### src/rtl/rxcls_pkg.sv
package rxcls_pkg;

  localparam int STATUS_W = 10;

  // status bit positions
  localparam int ST_OVERRUN  = 9;
  localparam int ST_PAUSE    = 8;
  localparam int ST_BAD      = 7;
  localparam int ST_RUNT     = 6;
  localparam int ST_SHORT    = 5;
  localparam int ST_ALIGN    = 4;
  localparam int ST_FCS      = 3;
  localparam int ST_LONG     = 2;
  localparam int ST_OUTRANGE = 1;
  localparam int ST_INRANGE  = 0;

  // frame layout
  localparam int HDR_BYTES  = 14;
  localparam int FCS_BYTES  = 4;
  localparam int TYPE_POS   = 12;
  localparam int OPC_POS    = 14;
  localparam int TYPE_SPLIT = 1536;
  localparam logic [15:0] PAUSE_TYPE = 16'h8808;
  localparam logic [15:0] PAUSE_OPC  = 16'h0001;

  typedef struct packed {
    logic beat;
    logic first;
    logic last;
  } rxStrobe_t;

endpackage

### src/rtl/rxcls_ctrl.sv
module rxcls_ctrl
  import rxcls_pkg::*;
(
  input  logic      clk,
  input  logic      rstN,
  input  logic      inValid,
  input  logic      inSof,
  input  logic      inEof,
  output rxStrobe_t strobe
);

  logic inFrame;
  logic beatOk;

  always_comb begin
    beatOk       = inValid & (inSof | inFrame);
    strobe.beat  = beatOk;
    strobe.first = inValid & inSof;
    strobe.last  = beatOk & inEof;
  end

  always_ff @(posedge clk) begin
    if (!rstN) begin
      inFrame <= 1'b0;
    end else if (strobe.last) begin
      inFrame <= 1'b0;
    end else if (strobe.first) begin
      inFrame <= 1'b1;
    end
  end

endmodule

### src/rtl/rxcls_dp.sv
module rxcls_dp
  import rxcls_pkg::*;
#(
  parameter int LEN_W     = 11,
  parameter int MIN_LEN   = 64,
  parameter int MAX_LEN   = 1518,
  parameter int SHORT_LEN = 14
) (
  input  logic                clk,
  input  logic                rstN,
  input  rxStrobe_t           strobe,
  input  logic [7:0]          inData,
  input  logic                inFcsBad,
  input  logic                inDribble,
  input  logic                inOverrun,
  input  logic                inRxErr,
  input  logic                modeAcceptRunt,
  input  logic                modeAcceptFcsErr,
  input  logic                modeAcceptLong,
  input  logic                modeAcceptInRange,
  input  logic                modeStripPadFcs,
  input  logic                modeStripFcs,
  input  logic                modePassPause,
  output logic                statusValid,
  output logic [STATUS_W-1:0] statusWord,
  output logic                frameAccept,
  output logic [LEN_W-1:0]    frameLen
);

  localparam int MIN_PAYLOAD = MIN_LEN - HDR_BYTES - FCS_BYTES;
  localparam int MAX_FIELD   = MAX_LEN - HDR_BYTES - FCS_BYTES;
  localparam int TAIL_BYTES  = HDR_BYTES + FCS_BYTES;
  localparam logic [LEN_W-1:0] LEN_SAT = '1;

  logic [LEN_W-1:0] byteCnt;
  logic [15:0]      typeField;
  logic [15:0]      opField;
  logic             errSticky;
  logic             ovrSticky;

  logic [LEN_W-1:0] idx;
  logic [LEN_W-1:0] curLen;
  logic [15:0]      typeNow;
  logic [15:0]      opNow;
  logic             errNow;
  logic             ovrNow;
  int               lenI;
  int               fieldI;
  int               payloadI;
  logic             hasType;
  logic [STATUS_W-1:0] stNow;
  logic             accNow;
  int               outLenI;

  // running position and field capture
  always_comb begin
    idx     = strobe.first ? '0 : byteCnt;
    curLen  = (idx == LEN_SAT) ? LEN_SAT : idx + 1'b1;
    typeNow = typeField;
    opNow   = opField;
    if (idx == LEN_W'(TYPE_POS))     typeNow[15:8] = inData;
    if (idx == LEN_W'(TYPE_POS + 1)) typeNow[7:0]  = inData;
    if (idx == LEN_W'(OPC_POS))      opNow[15:8]   = inData;
    if (idx == LEN_W'(OPC_POS + 1))  opNow[7:0]    = inData;
    errNow  = inRxErr   | (!strobe.first & errSticky);
    ovrNow  = inOverrun | (!strobe.first & ovrSticky);
  end

  // classification at the end beat
  always_comb begin
    lenI     = int'(curLen);
    fieldI   = int'(typeNow);
    payloadI = lenI - TAIL_BYTES;
    hasType  = lenI >= HDR_BYTES;
    stNow    = '0;
    stNow[ST_OVERRUN]  = ovrNow;
    stNow[ST_PAUSE]    = (lenI >= TAIL_BYTES) && (typeNow == PAUSE_TYPE) && (opNow == PAUSE_OPC);
    stNow[ST_BAD]      = errNow;
    stNow[ST_RUNT]     = lenI < MIN_LEN;
    stNow[ST_SHORT]    = lenI < SHORT_LEN;
    stNow[ST_ALIGN]    = inDribble & inFcsBad;
    stNow[ST_FCS]      = inFcsBad;
    stNow[ST_LONG]     = lenI > MAX_LEN;
    stNow[ST_OUTRANGE] = hasType && (fieldI > MAX_FIELD) && (fieldI < TYPE_SPLIT);
    stNow[ST_INRANGE]  = hasType && (fieldI <= MAX_FIELD) &&
                         ((lenI < TAIL_BYTES) ||
                          ((fieldI < MIN_PAYLOAD) ? (payloadI != MIN_PAYLOAD) : (payloadI != fieldI)));

    accNow = !(stNow[ST_OVERRUN] | stNow[ST_BAD] | stNow[ST_SHORT] |
               stNow[ST_ALIGN] | stNow[ST_OUTRANGE]) &&
             (!stNow[ST_RUNT]    || modeAcceptRunt) &&
             (!stNow[ST_FCS]     || modeAcceptFcsErr) &&
             (!stNow[ST_LONG]    || modeAcceptLong) &&
             (!stNow[ST_INRANGE] || modeAcceptInRange) &&
             (!stNow[ST_PAUSE]   || modePassPause);

    if (modeStripPadFcs && (lenI >= TAIL_BYTES) && (fieldI < MIN_PAYLOAD) && !stNow[ST_INRANGE]) begin
      outLenI = HDR_BYTES + fieldI;
    end else if (modeStripPadFcs || modeStripFcs) begin
      outLenI = (lenI >= FCS_BYTES) ? lenI - FCS_BYTES : 0;
    end else begin
      outLenI = lenI;
    end
  end

  always_ff @(posedge clk) begin
    if (!rstN) begin
      byteCnt     <= '0;
      typeField   <= '0;
      opField     <= '0;
      errSticky   <= 1'b0;
      ovrSticky   <= 1'b0;
      statusValid <= 1'b0;
      statusWord  <= '0;
      frameAccept <= 1'b0;
      frameLen    <= '0;
    end else begin
      if (strobe.beat) begin
        byteCnt   <= curLen;
        typeField <= typeNow;
        opField   <= opNow;
        errSticky <= errNow;
        ovrSticky <= ovrNow;
      end
      statusValid <= strobe.last;
      statusWord  <= strobe.last ? stNow : '0;
      frameAccept <= strobe.last & accNow;
      frameLen    <= strobe.last ? LEN_W'(outLenI) : '0;
    end
  end

endmodule

### src/rtl/rx_frame_classifier.sv
module rx_frame_classifier
  import rxcls_pkg::*;
#(
  parameter int LEN_W     = 11,
  parameter int MIN_LEN   = 64,
  parameter int MAX_LEN   = 1518,
  parameter int SHORT_LEN = 14
) (
  input  logic             clk,
  input  logic             rstN,
  input  logic             inValid,
  input  logic             inSof,
  input  logic             inEof,
  input  logic [7:0]       inData,
  input  logic             inFcsBad,
  input  logic             inDribble,
  input  logic             inOverrun,
  input  logic             inRxErr,
  input  logic             modeAcceptRunt,
  input  logic             modeAcceptFcsErr,
  input  logic             modeAcceptLong,
  input  logic             modeAcceptInRange,
  input  logic             modeStripPadFcs,
  input  logic             modeStripFcs,
  input  logic             modePassPause,
  output logic             statusValid,
  output logic [9:0]       statusWord,
  output logic             frameAccept,
  output logic [LEN_W-1:0] frameLen
);

  rxStrobe_t strobe;

  rxcls_ctrl u_ctrl (
    .clk     (clk),
    .rstN    (rstN),
    .inValid (inValid),
    .inSof   (inSof),
    .inEof   (inEof),
    .strobe  (strobe)
  );

  rxcls_dp #(
    .LEN_W     (LEN_W),
    .MIN_LEN   (MIN_LEN),
    .MAX_LEN   (MAX_LEN),
    .SHORT_LEN (SHORT_LEN)
  ) u_dp (
    .clk               (clk),
    .rstN              (rstN),
    .strobe            (strobe),
    .inData            (inData),
    .inFcsBad          (inFcsBad),
    .inDribble         (inDribble),
    .inOverrun         (inOverrun),
    .inRxErr           (inRxErr),
    .modeAcceptRunt    (modeAcceptRunt),
    .modeAcceptFcsErr  (modeAcceptFcsErr),
    .modeAcceptLong    (modeAcceptLong),
    .modeAcceptInRange (modeAcceptInRange),
    .modeStripPadFcs   (modeStripPadFcs),
    .modeStripFcs      (modeStripFcs),
    .modePassPause     (modePassPause),
    .statusValid       (statusValid),
    .statusWord        (statusWord),
    .frameAccept       (frameAccept),
    .frameLen          (frameLen)
  );

endmodule

### config.mk
export PLATFORM = sky130hd
export DESIGN_NAME = rx_frame_classifier
export DESIGN_NICKNAME = d
export VERILOG_FILES = /design/src/rtl/rxcls_pkg.sv /design/src/rtl/rxcls_ctrl.sv /design/src/rtl/rxcls_dp.sv /design/src/rtl/rx_frame_classifier.sv
export SDC_FILE = /design/constraint.sdc
export NUM_CORES = 1
export LEC_CHECK = 0
export BUFFER_PORTS_ARGS = -buffer_cell sky130_fd_sc_hd__buf_2
export CORE_ASPECT_RATIO = 1.25
export CORE_MARGIN = 5
export CORE_UTILIZATION = 44
export CTS_CLUSTER_DIAMETER = 200
export DETAILED_ROUTE_END_ITERATION = 12
export PLACE_DENSITY = 0.71
export SYNTH_ARGS = -nofsm -noshare
export SYNTH_HDL_FRONTEND = slang
export SYNTH_HIERARCHICAL = 1
export SYNTH_SLANG_ARGS = --single-unit
export TNS_END_PERCENT = 30
### constraint.sdc
create_clock -name clk -period 9.9 [get_ports clk]
set_clock_uncertainty 0.1 [all_clocks]
set_input_delay 1.485 -clock clk [delete_from_list [all_inputs] [get_ports clk]]
set_output_delay 1.485 -clock clk [all_outputs]
set_load 0.01 [all_outputs]
==> summary.md, run 1 <==
| Metric | Value |
|---|---|
| Count of port buffers added during placement | `46` |
| Internal power | `about 0.55 mW` |
| # hold bufs at CTS | `0` |
| Proportion of synthesized flip-flops having asynchronous set or reset | `0` |
| Via count | `around 4000` |
| Final wirelength | `11800 µm` |
| Final count of pins violating max slew | `0` |
| Cell-by-cell trace of the critical path | `buf_2 -> and2_4 -> and4b_1 -> nand4_1 -> a21oi_1 -> inv_1 -> ha_1 -> nor2b_1 -> a211o_1 -> o22ai_1 -> nor2_1 -> o21ai_0 -> o211ai_1 -> a2111oi_4 -> a31oi_2 -> or4_1 -> nand3_1` |
| Detailed-router iteration count before antenna repair | `4` |
| Max-cap viol count | `0` |
| Area occupied by registers | `1380 µm²` |
| Number of synthesis warnings | `6` |
| Nets | `589` |
| Hold Crit Class | `reg2reg` |
| Number of H-tree levels | `3` |
| Initial antenna violation count | `0` |
| Status | `finished, final reports clean` |
| Multi-input gate area in the final layout | `2830 µm²` |
| Pin count of the biggest net entering global routing | `49` |
| Fraction of the yosys area taken by sequential cells | `0.315` |
| DIE HEIGHT | `roughly 120 µm` |
| Die width | `99.3 µm` |
| CTS sink cnt | `69` |
| Netlist cell types | `70` |
| TritonCTS clock tree | `done` |
| Core area | `9710 µm²` |
| Root buf cell | `sky130_fd_sc_hd__clkbuf_16` |
| Worst path required time | `10.08 ns` |
| Iteration-0 DRC count of the detailed router | `252` |
| Antenna cell count | `0` |
| Max-slew headroom | `0.358` |
| Via-per-instance ratio | `5.79` |
| DP Cell Count | `between 600 and 700` |
| Worst setup slack after layout | `4.06 ns` |
| Power Dens Cells | `144 nW/µm²` |
| Post-route DRC | `0` |
| DPL Wire Length | `8740 µm` |
| Critical path class | `in2reg` |
| Sequential cell fraction of total power | `0.403` |
| Total I/O pin count | `47` |
| RSZ-0062 raised after global routing | `no` |
| GPL Wtd Cong | `1.07` |
| Timing-limited maximum frequency | `0.171 GHz` |
| Layout cell share with drive strength beyond 1 | `0.151` |
| Die area | `about 12000 µm²` |
| Net Sw Frac | `0.238` |
| Total negative setup slack | `0 ns` |
| Worst slack at placement | `3.87 ns` |
| Worst-case clock buffer depth | `2` |
| Non-Filler Instances | `between 600 and 700` |
| Number of gates resized after CTS | `0` |
| Number of flops mapped to enable cells by yosys | `0` |
| Number of synthesized register bits | `about 70` |
| Arrival time reported for the critical path endpoint | `6.02 ns` |
| Later-pin clock latency in the skew report | `between 0.3 and 0.4 ns` |
| Syn_nets | `565` |
| Total setup buffers inserted after CTS | `0` |
| Tightest Pin Transition | `0.957 ns` |
| Syn avg cell area | `8.22 µm²` |
| Effective utilization at floorplan | `0.452` |
| Reported leakage power | `approximately 2.1 nW` |
| First-pass GRT wire length | `between 15000 and 20000 µm` |
| IR Drop Worst-Case VDD | `between 0.00007 and 0.00008 V` |
| Clock transition at the registers of the reported paths | `0.06 ns` |
| Sw power | `0.170 mW` |
| Main flop type after synthesis | `sky130_fd_sc_hd__dfxtp_1` |
| Slowest stage cell on the critical path | `sky130_fd_sc_hd__or4_1` |
| Number of buffers created by CTS | `9` |
| CP Launch Type | `input port` |
| Final Hold Vio Count | `0` |
| Period utilization | `0.590` |
| Time the worst path needs with I/O delays and setup | `a little under 6 ns` |
| Slowest cell delay on critical path | `approximately 0.53 ns` |
| CP endpoint kind | `flip-flop` |
| FILL cells | `943` |
| Average wire length per cell after detail routing | `17.1 µm` |
| Worst R2R Setup Slack | `4.76 ns` |
| GRT overflow | `0` |
| Cell area after synthesis | `4390 µm²` |
| Area grow syn2layout | `13.1%` |
| Number of instances in the synthesized netlist | `534` |
| Setup Viol. Count Final | `0` |
| Via count of the first global-routing pass | `3783` |
| Maximum net fanout on the critical path | `24` |
| Share of total power in combinational logic | `0.107` |
| Clock network fraction of design power | `0.490` |
| Post-route antenna net violation count | `0` |
| GR Util All Layers | `0.202` |
| Total number of placement rows | `40` |
final timing paths:
check                          startpoint                            to  cells past startpoint
max                               inValid   u_dp/frameLen[5]$_SDFF_PN0_                     17
min          u_dp/opField[0]$_SDFFE_PN0P_  u_dp/opField[0]$_SDFFE_PN0P_                      2
max reg2reg  u_dp/byteCnt[0]$_SDFFE_PN0P_   u_dp/frameLen[5]$_SDFF_PN0_                     15
min reg2reg  u_dp/opField[0]$_SDFFE_PN0P_  u_dp/opField[0]$_SDFFE_PN0P_                      2
state kept, by name (all words and copies together) (netlist names):
name              flops
u_dp/errSticky        1
u_ctrl/inFrame        1
u_dp/statusValid      1
u_dp/byteCnt         11
u_dp/opField         16
u_dp/ovrSticky        1
u_dp/frameLen        11
u_dp/frameAccept      1
u_dp/typeField       16
u_dp/statusWord      10
placed cells by master, fill, tap and decap left out, types with 3 or more instances in the layout:
master,netlist,layout
sky130_fd_sc_hd__nor2b_1,29,28
sky130_fd_sc_hd__buf_2,7,46
sky130_fd_sc_hd__ha_1,7,7
sky130_fd_sc_hd__a211o_1,3,3
sky130_fd_sc_hd__and2_1,12,12
sky130_fd_sc_hd__nand3_1,21,21
sky130_fd_sc_hd__o21ai_0,22,22
sky130_fd_sc_hd__nor2_1,32,32
sky130_fd_sc_hd__a21o_1,3,3
sky130_fd_sc_hd__o22ai_1,6,6
sky130_fd_sc_hd__a211oi_1,5,5
sky130_fd_sc_hd__o211a_1,12,12
sky130_fd_sc_hd__xor2_1,10,10
sky130_fd_sc_hd__a31oi_1,6,6
sky130_fd_sc_hd__dfxtp_1,69,69
sky130_fd_sc_hd__mux2i_1,24,24
sky130_fd_sc_hd__mux2_2,5,5
sky130_fd_sc_hd__and4b_1,4,4
sky130_fd_sc_hd__a21boi_0,18,18
sky130_fd_sc_hd__nor3_1,13,13
sky130_fd_sc_hd__a22oi_1,3,3
sky130_fd_sc_hd__and3_1,9,9
sky130_fd_sc_hd__xnor2_1,14,14
sky130_fd_sc_hd__nor4_1,7,7
sky130_fd_sc_hd__nand4_1,13,13
sky130_fd_sc_hd__a21oi_1,20,20
sky130_fd_sc_hd__clkbuf_16,0,9
sky130_fd_sc_hd__and4_1,4,4
sky130_fd_sc_hd__nand2b_1,7,7
sky130_fd_sc_hd__o211ai_1,3,3
sky130_fd_sc_hd__nand2_1,70,70
sky130_fd_sc_hd__inv_1,8,8
critical path, delay by kind of cell:
family                     cells  cell delay [ns]
AOI/OAI and AO/OA              7             2.09
adders and majority gates      1             0.31
buffers and inverters          2             0.33
and+or+nand+nor                7             1.81
synth_stat cells (all sizes together), types with 2 or more instances:
master   n  area share
a22oi    3      0.0051
a31oi    7       0.011
mux2     5       0.013
nor4     9       0.018
xnor2   14       0.028
nand2   70       0.060
nor3    14       0.019
o41ai    2      0.0040
nor2    32       0.027
and4b    4      0.0091
a21boi  19       0.032
or3      2      0.0040
dfxtp   69        0.31
nor3b    2      0.0034
o21ai   22       0.025
nand3   21       0.024
and4     4      0.0080
and3     9       0.013
or2      3      0.0043
o211a   12       0.027
xor2    10       0.020
ha       7       0.020
nor2b   29       0.041
a211o    3      0.0060
a311oi   2      0.0040
o211ai   3      0.0051
mux2i   26       0.065
nand4   15       0.026
a21oi   20       0.023
inv      8      0.0068
nand2b   7       0.010
a211oi   7       0.014
o22ai    6      0.0086
clkbuf  22       0.019
buf     12       0.017
nor4b    2      0.0040
and2    13       0.019
a21o     3      0.0051
through the flow:
| stage | power (mW) | hold slack, ns | utilization | cell area [µm²] |
|---|---|---|---|---|
| CTS | 0.723 | 0.362 | 0.511 | 4960 |
| global placement | 0.369 | 0.350 | 0.477 | 4640 |
| finish | 0.716 | 0.362 | 0.511 | 4960 |
| floorplan | 0.348 | 0.336 | - | 4390 |
| global route | 0.744 | 0.397 | 0.511 | 4960 |
| detailed placement | 0.370 | 0.355 | 0.477 | 4640 |
power groups by stage:
stage	Combinational [mW]	Clock (mW)	Sequential [mW]
after floorplan	0.0552	0	0.293
after CTS	0.0758	0.358	0.288
after global routing	0.0844	0.370	0.289
after global placement	0.0747	0	0.294
final	0.0765	0.351	0.289
after detailed placement	0.0753	0	0.294
cell families (layout without fill, tap and decap cells):
logic type | count (synthesis) | in the layout | synth area share
multiplexers | 31 | 31 | 0.0778
AND/OR/NAND/NOR | 240 | 240 | 0.298
flip-flops | 69 | 69 | 0.315
buffers and inverters | 43 | 72 | 0.0433
XOR/XNOR | 24 | 24 | 0.0479
AO/OA/AOI/OAI | 120 | 120 | 0.198
adder cells (fa/ha/maj) | 7 | 7 | 0.0200
routing by layer:
layer,vias to the layer above,wire [µm],track usage
met4,0,383,0.0974
met1,1853,5110,0.243
li1,1978,-,-
met3,30,579,0.0344
met5,-,0,0
met2,128,5740,0.345
layout make-up:
cell class              instances  share of cell area
multi-input cells             422               0.569
flip-flops and latches         69               0.278
clock buffers                  12              0.0517
repair buffers                 47              0.0479
well taps                     126              0.0318
clock inverters                 4              0.0141
inverters                       9             0.00681
Power figures use the tool's default switching activity.
==> inputs of run 2 (changes only) <==
--- a/config.mk
+++ b/config.mk
@@ -5,13 +5,14 @@
 export SDC_FILE = /design/constraint.sdc
 export NUM_CORES = 1
 export LEC_CHECK = 0
+export ABC_AREA = 1
 export BUFFER_PORTS_ARGS = -buffer_cell sky130_fd_sc_hd__buf_2
 export CORE_ASPECT_RATIO = 1.25
 export CORE_MARGIN = 5
 export CORE_UTILIZATION = 44
 export CTS_CLUSTER_DIAMETER = 200
 export DETAILED_ROUTE_END_ITERATION = 12
-export PLACE_DENSITY = 0.71
+export PLACE_DENSITY = 0.73
 export SYNTH_ARGS = -nofsm -noshare
 export SYNTH_HDL_FRONTEND = slang
 export SYNTH_HIERARCHICAL = 1
==> constraint.sdc (replaced) <==
create_clock -name clk -period 4.7 [get_ports clk]
set_clock_uncertainty 0.1 [all_clocks]
set_input_delay 0.705 -clock clk [delete_from_list [all_inputs] [get_ports clk]]
set_output_delay 0.705 -clock clk [all_outputs]
set_load 0.01 [all_outputs]
==> run 2 against run 1 <==
Sequential share of layout area fell by 0.75 points; die area rose by 2.9%; global-route usage rose by 1.7 points; non-clock buffer count rose by 2; critical path depth rose by 7; area after synthesis rose by 3.2%; synthesized cell count rose by 32%; combinational power rose to 5.9 times the previous value; core utilization fell by 0.64 points; total power rose by 140%; worst hold slack improved by 0.023 ns; largest cell class unchanged.
==> summary.md, run 2 <==
| Metric | Value |
|---|---|
| Max-slew headroom | `0.406 (+0.0486)` |
| Final count of pins violating max slew | `0 (unchanged)` |
| Effective utilization at floorplan | `0.448 (-0.00400)` |
| Time the worst path needs with I/O delays and setup | `4.06 ns` |
| Syn avg cell area | `6.44 µm² (-22%)` |
| Reported leakage power | `2.71 nW (+32%)` |
| Largest registers | `u_dp/opField: 16 flops, u_dp/typeField: 16 flops` |
| Power Dens Cells | `343 nW/µm² (+140%)` |
| Final wirelength | `13200 µm (+12%)` |
| Iteration-0 DRC count of the detailed router | `427 (+69%)` |
| Die area | `12400 µm² (+2.9%)` |
| Multiplexer area fraction after synthesis | `0.00442 (-0.0734)` |
| Detailed-router iteration count before antenna repair | `5 (+1)` |
| Syn_nets | `733 (+30%)` |
| Post-route DRC | `0 (unchanged)` |
| TritonCTS clock tree | `done` |
| CP Launch Type | `input port` |
| RSZ-0062 raised after global routing | `no` |
| Area of placed instances | `4810 µm² (+3.8%)` |
| DPL Wire Length | `9900 µm (+13%)` |
| Most common library cell in the layout ignoring fill and taps | `sky130_fd_sc_hd__nand2_1` |
| Max-cap viol count | `0 (unchanged)` |
| Setup Viol. Count Final | `0 (unchanged)` |
| Worst-case clock buffer depth | `2 (unchanged)` |
| Area share of xor/xnor cells in the synthesized design | `0.0174 (-0.0305)` |
| Via count | `4672 (+17%)` |
| Post-route antenna net violation count | `0 (unchanged)` |
| Cell taking the most area after synthesis | `sky130_fd_sc_hd__dfxtp_1` |
| Root buf cell | `sky130_fd_sc_hd__clkbuf_16` |
| Initial antenna violation count | `0 (unchanged)` |
| Total setup buffers inserted after CTS | `0 (unchanged)` |
| Total I/O pin count | `47 (unchanged)` |
| Die width | `101 µm (+1.4%)` |
| Most frequently used cell type in the post-synthesis netlist | `sky130_fd_sc_hd__nand2_1` |
| GRT overflow | `0 (unchanged)` |
| Clock transition at the registers of the reported paths | `0.06 ns (about the same)` |
| Average wire length per cell after detail routing | `15.1 µm (-12%)` |
| Proportion of synthesized flip-flops having asynchronous set or reset | `0 (unchanged)` |
| Adder-cell area share of the yosys netlist | `0.0166 (-0.00338)` |
| Via-per-instance ratio | `5.34 (-7.8%)` |
| GR Util All Layers | `0.219 (+0.0174)` |
| Worst path required time | `4.83 ns (-5.25 ns)` |
| Hold Crit Class | `reg2reg` |
| Period utilization | `0.863` |
| Number of gates resized after CTS | `0 (unchanged)` |
| Main flop type after synthesis | `sky130_fd_sc_hd__dfxtp_1` |
| Non-Filler Instances | `875 (+27%)` |
| Area grow syn2layout | `12.6%` |
| Final Hold Vio Count | `0 (unchanged)` |
| Cell area after synthesis | `4530 µm² (+3.2%)` |
| Number of synthesis warnings | `6 (unchanged)` |
| Multi-input gate area in the final layout | `2610 µm² (-7.7%)` |
| Via count of the first global-routing pass | `4410 (+17%)` |
| Total negative setup slack | `0 ns (unchanged)` |
| Fraction of the yosys area taken by sequential cells | `0.305 (-0.00965)` |
| Later-pin clock latency in the skew report | `0.33 ns (about the same)` |
| Commonest non-fill, non-tap cells in the layout | `sky130_fd_sc_hd__nand2_1, sky130_fd_sc_hd__inv_1, sky130_fd_sc_hd__nor2_1` |
| Number of buffers created by CTS | `9 (unchanged)` |
| Antenna cell count | `0 (unchanged)` |
| Status | `finished, final reports clean` |
| Area of all placed cells without fillers | `5100 µm² (+2.8%)` |
| Number of H-tree levels | `3 (unchanged)` |
| Worst hold path depth | `2 (unchanged)` |
| DP Cell Count | `859 (+28%)` |
| Timing-limited maximum frequency | `0.247 GHz` |
| IR Drop Worst-Case VDD | `0.000197 V (+160%)` |
| FILL cells | `1036 (+9.9%)` |
| # hold bufs at CTS | `0 (unchanged)` |
| Number of synthesized register bits | `69 (unchanged)` |
| Largest family of logic cells by synthesized area | `simple AND/OR/NAND/NOR gates` |
| Layout cell share with drive strength beyond 1 | `0.151 (+0.000498)` |
| CP endpoint kind | `flip-flop` |
| R2R depth | `20 (+5)` |
| Maximum net fanout on the critical path | `23 (-4.2%)` |
| Total number of placement rows | `41 (+2.5%)` |
| Post-synthesis compound-gate area fraction | `0.130 (-0.0680)` |
| Top post-synthesis cells by area | `sky130_fd_sc_hd__dfxtp_1, sky130_fd_sc_hd__nand2_1, sky130_fd_sc_hd__inv_1` |
| Tightest Pin Transition | `0.889 ns (-0.0681 ns)` |
| Most frequent cells after synthesis | `sky130_fd_sc_hd__nand2_1, sky130_fd_sc_hd__inv_1, sky130_fd_sc_hd__nor2_1, sky130_fd_sc_hd__dfxtp_1, sky130_fd_sc_hd__o21ai_0` |
| Area occupied by registers | `1380 µm² (unchanged)` |
| Critical path class | `in2reg` |
| CTS sink cnt | `69 (unchanged)` |
| Top-area cell type share of the netlist area | `0.305 (-0.00965)` |
| DIE HEIGHT | `123 µm (+1.4%)` |
| Arrival time reported for the critical path endpoint | `4.18 ns (-1.84 ns)` |
| First-pass GRT wire length | `21700 µm (+12%)` |
| Post-synthesis share of cell area spent on and, or, nand and nor gates | `0.407 (+0.109)` |
| Count of port buffers added during placement | `46 (unchanged)` |
| Nets | `771 (+31%)` |
| GPL Wtd Cong | `0.974 (-8.8%)` |
| Number of flops mapped to enable cells by yosys | `0 (unchanged)` |
| Netlist cell types | `40 (-43%)` |
| Core area | `10100 µm² (+4.1%)` |
| Number of instances in the synthesized netlist | `703 (+32%)` |
| Pin count of the biggest net entering global routing | `61 (+24%)` |
[run 2: changes by cell type after synthesis, moves of 24 or more]
cell and delta:
sky130_fd_sc_hd__inv_1 +94, sky130_fd_sc_hd__nor2b_1 -29, sky130_fd_sc_hd__nand2_1 +92, sky130_fd_sc_hd__o21ai_0 +32
sky130_fd_sc_hd__nor2_1 +48, sky130_fd_sc_hd__nand3_1 +24
[run 2: final timing paths]
check,from,endpoint,slack (ns)
max,inValid,u_dp/frameLen[4]$_SDFF_PN0_,0.64
min,u_dp/ovrSticky$_SDFFE_PN0P_,u_dp/ovrSticky$_SDFFE_PN0P_,0.38
max reg2reg,u_dp/byteCnt[3]$_SDFFE_PN0P_,u_dp/frameLen[4]$_SDFF_PN0_,1.33
min reg2reg,u_dp/ovrSticky$_SDFFE_PN0P_,u_dp/ovrSticky$_SDFFE_PN0P_,0.38
[run 2: report_power, final]
part	leakage, nW	total [mW]	switching, mW	internal [mW]
combinational	2.01	0.455	0.313	0.141
sequential	0.566	0.649	0.0254	0.623
clock	0.138	0.647	0.262	0.386
[run 2: cell families (layout without fill, tap and decap cells)]
group	Yosys count	in the layout
DFF	69	69
and+or+nand+nor	379	379
buffers and inverters	131	174
muxes	2	2
adders and majority gates	6	6
AOI/OAI and AO/OA	107	107
xor gates and xnor gates	9	9
[run 2: per-stage QoR]
| step | utilization | hold slack (ns) | power (mW) | worst slack [ns] |
|---|---|---|---|---|
| after floorplan | - | 0.344 | 0.998 | 1.23 |
| after global placement | 0.476 | 0.360 | 1.10 | 0.598 |
| after detailed placement | 0.476 | 0.366 | 1.11 | 0.395 |
| after CTS | 0.505 | 0.385 | 1.76 | 0.726 |
| after global routing | 0.505 | 0.407 | 1.85 | 0.250 |
| final | 0.505 | 0.384 | 1.75 | 0.645 |
[run 2: final cells by class]
type	count	share of cell area
Inverter	109	0.0802
Clock buffer	11	0.0496
Tap cell	129	0.0316
Sequential cell	69	0.271
Multi-Input combinational cell	503	0.512
Timing Repair Buffer	49	0.0496
Clock inverter	5	0.00662
[run 2: layer usage]
metal  global-route usage  part of all wire  vias to the layer above
li1                     -                 -                     2344
met1                0.268              0.42                     2100
met2                0.378              0.48                      199
met3               0.0367             0.077                       29
met4               0.0901             0.031                        0
met5                    0                 0                        -
[run 2: worst max-delay path, cell delays in order]
cell and delay, ns:
sky130_fd_sc_hd__buf_2 0.10, sky130_fd_sc_hd__nand2_1 0.14, sky130_fd_sc_hd__inv_1 0.10, sky130_fd_sc_hd__inv_2 0.37
sky130_fd_sc_hd__nand3_4 0.25, sky130_fd_sc_hd__nor2_4 0.27, sky130_fd_sc_hd__nand3_2 0.28, sky130_fd_sc_hd__nand2_1 0.24
sky130_fd_sc_hd__inv_1 0.15, sky130_fd_sc_hd__ha_1 0.22, sky130_fd_sc_hd__nand3_1 0.12, sky130_fd_sc_hd__nand2_2 0.12
sky130_fd_sc_hd__nand2_1 0.09, sky130_fd_sc_hd__nand2_1 0.07, sky130_fd_sc_hd__nand3b_1 0.09, sky130_fd_sc_hd__nand3_1 0.07
sky130_fd_sc_hd__nor2_1 0.13, sky130_fd_sc_hd__nand3_1 0.09, sky130_fd_sc_hd__nor2_1 0.10, sky130_fd_sc_hd__nand2_1 0.10
sky130_fd_sc_hd__nand2_4 0.10, sky130_fd_sc_hd__nand2_4 0.08, sky130_fd_sc_hd__o21ai_1 0.14, sky130_fd_sc_hd__inv_1 0.05
==> inputs of run 3 (changes only) <==
--- a/config.mk
+++ b/config.mk
@@ -8,8 +8,9 @@
 export ABC_AREA = 1
 export BUFFER_PORTS_ARGS = -buffer_cell sky130_fd_sc_hd__buf_2
 export CORE_ASPECT_RATIO = 1.25
-export CORE_MARGIN = 5
+export CORE_MARGIN = 2
 export CORE_UTILIZATION = 44
+export CTS_BUF_LIST = sky130_fd_sc_hd__clkbuf_4 sky130_fd_sc_hd__clkbuf_8 sky130_fd_sc_hd__clkbuf_16
 export CTS_CLUSTER_DIAMETER = 200
 export DETAILED_ROUTE_END_ITERATION = 12
 export PLACE_DENSITY = 0.73
==> run 3 against run 2 <==
Sequential cell count unchanged; critical path depth decreased by 1; combinational power about the same.
==> summary.md, run 3 (synthesized netlist as in run 2, its figures left out) <==
| Metric | Value |
|---|---|
| Status | `finished, final reports clean` |
| Cell-by-cell trace of the critical path | `buf_2 -> nand2_1 -> inv_1 -> inv_2 -> nand3_4 -> nor2_4 -> nand3_2 -> nand2_1 -> inv_1 -> ha_1 -> nand3_1 -> nand2_2 -> nand2_1 -> nand2_1 -> nand3b_1 -> nand3_1 -> nor2_1 -> nand3_1 -> nor2_1 -> nand2_1 -> nand2_4 -> nand2_4 -> nor3b_1` |
| GR Util All Layers | `0.242 (+0.0227)` |
| Critical path class | `in2reg` |
| Time the worst path needs with I/O delays and setup | `3.91 ns (-0.148 ns)` |
| Number of buffers created by CTS | `9 (unchanged)` |
| Root buf cell | `sky130_fd_sc_hd__clkbuf_16` |
| Count of port buffers added during placement | `46 (unchanged)` |
| Worst slack at placement | `0.478 ns (+0.0830 ns)` |
| FILL cells | `1044 (+0.77%)` |
| Timing-limited maximum frequency | `0.256 GHz (+3.8%)` |
| Start point of the worst hold path | `u_dp/opField[12]$_SDFFE_PN0P_` |
| Clock network fraction of design power | `0.401 (+0.031)` |
| Number of gates resized after CTS | `0 (unchanged)` |
| Initial antenna violation count | `0 (unchanged)` |
| Start point of the critical path | `inValid` |
| Total I/O pin count | `47 (unchanged)` |
| Setup Viol. Count Final | `0 (unchanged)` |
| DPL Wire Length | `9680 µm (-2.1%)` |
| Most used cell along the critical path | `sky130_fd_sc_hd__nand2_1` |
| Core area | `10100 µm² (-0.51%)` |
| Clock transition at the registers of the reported paths | `0.05 ns (about the same)` |
| Bufs and invs on worst path | `4 (-1)` |
| Detailed-router iteration count before antenna repair | `5 (unchanged)` |
| Via-per-instance ratio | `5.34 (about the same)` |
| DIE HEIGHT | `117 µm (-4.9%)` |
| Reported leakage power | `2.73 nW (+0.76%)` |
| CTS sink cnt | `69 (unchanged)` |
| # hold bufs at CTS | `0 (unchanged)` |
| CP endpoint kind | `flip-flop` |
| Die width | `94.7 µm (-6.0%)` |
| Worst setup slack after layout | `0.793 ns (+0.148 ns)` |
| Post-route antenna net violation count | `0 (unchanged)` |
| Endpoint of the worst-slack reg-to-reg timing path | `u_dp/frameLen[7]$_SDFF_PN0_` |
| Total number of placement rows | `41 (unchanged)` |
| Slowest stage cell on the critical path | `sky130_fd_sc_hd__inv_2` |
| Worst R2R Setup Slack | `1.47 ns (+0.14 ns)` |
| Later-pin clock latency in the skew report | `0.34 ns (about the same)` |
| CP Launch Type | `input port` |
| Max-cap viol count | `0 (unchanged)` |
| Via count | `4671 (-0.021%)` |
| Final Hold Vio Count | `0 (unchanged)` |
| Final wirelength | `12900 µm (-2.2%)` |
| R2R depth | `19 (-5.0%)` |
| IR Drop Worst-Case VDD | `0.000190 V (-3.2%)` |
| Antenna cell count | `0 (unchanged)` |
| Nets | `771 (unchanged)` |
| Hold Crit Class | `reg2reg` |
| Final count of pins violating max slew | `0 (unchanged)` |
| Total setup buffers inserted after CTS | `0 (unchanged)` |
| Largest registers | `u_dp/opField: 16 flops, u_dp/typeField: 16 flops` |
| Worst hold path depth | `2 (unchanged)` |
| Power Dens Cells | `358 nW/µm² (+4.3%)` |
| GRT overflow | `0 (unchanged)` |
| Arrival time reported for the critical path endpoint | `4.00 ns (-0.18 ns)` |
| Area grow syn2layout | `13.5%` |
| Top Family by Delay on Critical Path | `simple AND/OR/NAND/NOR gates` |
| Layout cell share with drive strength beyond 1 | `0.151 (unchanged)` |
| GPL Wtd Cong | `1.00 (+2.8%)` |
| Slowest cell delay on critical path | `0.36 ns (about the same)` |
| Total negative setup slack | `0 ns (unchanged)` |
| Effective utilization at floorplan | `0.450 (+0.00229)` |
| Average wire length per cell after detail routing | `14.7 µm (-2.2%)` |
| Die area | `11100 µm² (-11%)` |
| Via count of the first global-routing pass | `4330 (-1.8%)` |
| Internal power | `1.24 mW (+8.0%)` |
| Max-slew headroom | `0.447 (+0.0404)` |
| Sw power | `0.597 mW (-0.53%)` |
| Hold endpoint | `u_dp/opField[12]$_SDFFE_PN0P_` |
| Tightest Pin Transition | `0.829 ns (-0.0605 ns)` |
| Net Sw Frac | `0.325 (-0.0183)` |
| Most common library cell in the layout ignoring fill and taps | `sky130_fd_sc_hd__nand2_1` |
| Commonest non-fill, non-tap cells in the layout | `sky130_fd_sc_hd__nand2_1, sky130_fd_sc_hd__inv_1, sky130_fd_sc_hd__nor2_1` |
| Period utilization | `0.831 (-0.0315)` |
| Iteration-0 DRC count of the detailed router | `292 (-32%)` |
| Worst path required time | `4.80 ns (-0.03 ns)` |
| Sequential cell fraction of total power | `0.352 (-0.019)` |
| Post-route DRC | `0 (unchanged)` |
| Worst R2R Start | `u_dp/byteCnt[3]$_SDFFE_PN0P_` |
| Number of H-tree levels | `3 (unchanged)` |
| Share of total power in combinational logic | `0.247 (-0.013)` |
| Maximum net fanout on the critical path | `23 (unchanged)` |
| First-pass GRT wire length | `21000 µm (-3.3%)` |
| Pin count of the biggest net entering global routing | `60 (-1.6%)` |
| TritonCTS clock tree | `done` |
| Worst-case clock buffer depth | `2 (unchanged)` |
| RSZ-0062 raised after global routing | `no` |
run 3: layer usage:
layer  track usage  vias up  routed length [µm]
met5             0        -                   0
li1              -     2358                   -
met1         0.286     2125                5490
met2         0.419      154                6280
met3        0.0385       34                 693
met4         0.109        0                 419
run 3: how the worst max path moves through the flow:
stage | endpoint | slack (ns) | cells after the start
detailed placement | u_dp/frameLen[7]$_SDFF_PN0_ | 0.48 | 23
floorplan | u_dp/frameLen[4]$_SDFF_PN0_ | 1.23 | 25
CTS | u_dp/frameLen[7]$_SDFF_PN0_ | 0.82 | 23
finish | u_dp/frameLen[7]$_SDFF_PN0_ | 0.79 | 23
global placement | u_dp/frameLen[7]$_SDFF_PN0_ | 0.60 | 23
global route | u_dp/frameLen[7]$_SDFF_PN0_ | 0.39 | 23
run 3: power by group through the flow:
stage	logic (mW)	clock network (mW)	registers [mW]
after floorplan	0.341	0	0.657
after global placement	0.443	0	0.658
after detailed placement	0.446	0	0.659
after CTS	0.449	0.752	0.647
after global routing	0.512	0.773	0.652
final	0.454	0.738	0.648
run 3: final cells by class:
class                           instances  area, µm²  share of cell area
Tap cell                              129        161              0.0314
Clock inverter                          6       86.3              0.0168
Inverter                              109        409              0.0796
Multi-Input combinational cell        503       2610               0.508
Timing Repair Buffer                   49        253              0.0492
Clock buffer                           10        239              0.0465
Sequential cell                        69       1380               0.269
run 3: worst register-to-register path, stage by stage (launching register included):
cell,delay (ns)
sky130_fd_sc_hd__dfxtp_1,0.45
sky130_fd_sc_hd__nand3_4,0.19
sky130_fd_sc_hd__nor2_4,0.26
sky130_fd_sc_hd__nand3_2,0.28
sky130_fd_sc_hd__nand2_1,0.23
sky130_fd_sc_hd__inv_1,0.13
sky130_fd_sc_hd__ha_1,0.22
sky130_fd_sc_hd__nand3_1,0.12
sky130_fd_sc_hd__nand2_2,0.11
sky130_fd_sc_hd__nand2_1,0.08
sky130_fd_sc_hd__nand2_1,0.06
sky130_fd_sc_hd__nand3b_1,0.09
sky130_fd_sc_hd__nand3_1,0.07
sky130_fd_sc_hd__nor2_1,0.11
sky130_fd_sc_hd__nand3_1,0.08
sky130_fd_sc_hd__nor2_1,0.08
sky130_fd_sc_hd__nand2_1,0.09
sky130_fd_sc_hd__nand2_4,0.10
sky130_fd_sc_hd__nand2_4,0.08
sky130_fd_sc_hd__nor3b_1,0.15
run 3: through the flow:
step                total power, mW  instance area (µm²)   util  instances  hold WS, ns
finish                         1.84                 5140  0.511        875        0.385
global route                   1.94                 5140  0.511        875        0.409
CTS                            1.85                 5140  0.511        875        0.385
detailed placement             1.11                 4810  0.479        859        0.368
global placement               1.10                 4810  0.479        859        0.360
floorplan                     0.998                 4530      -        703        0.344
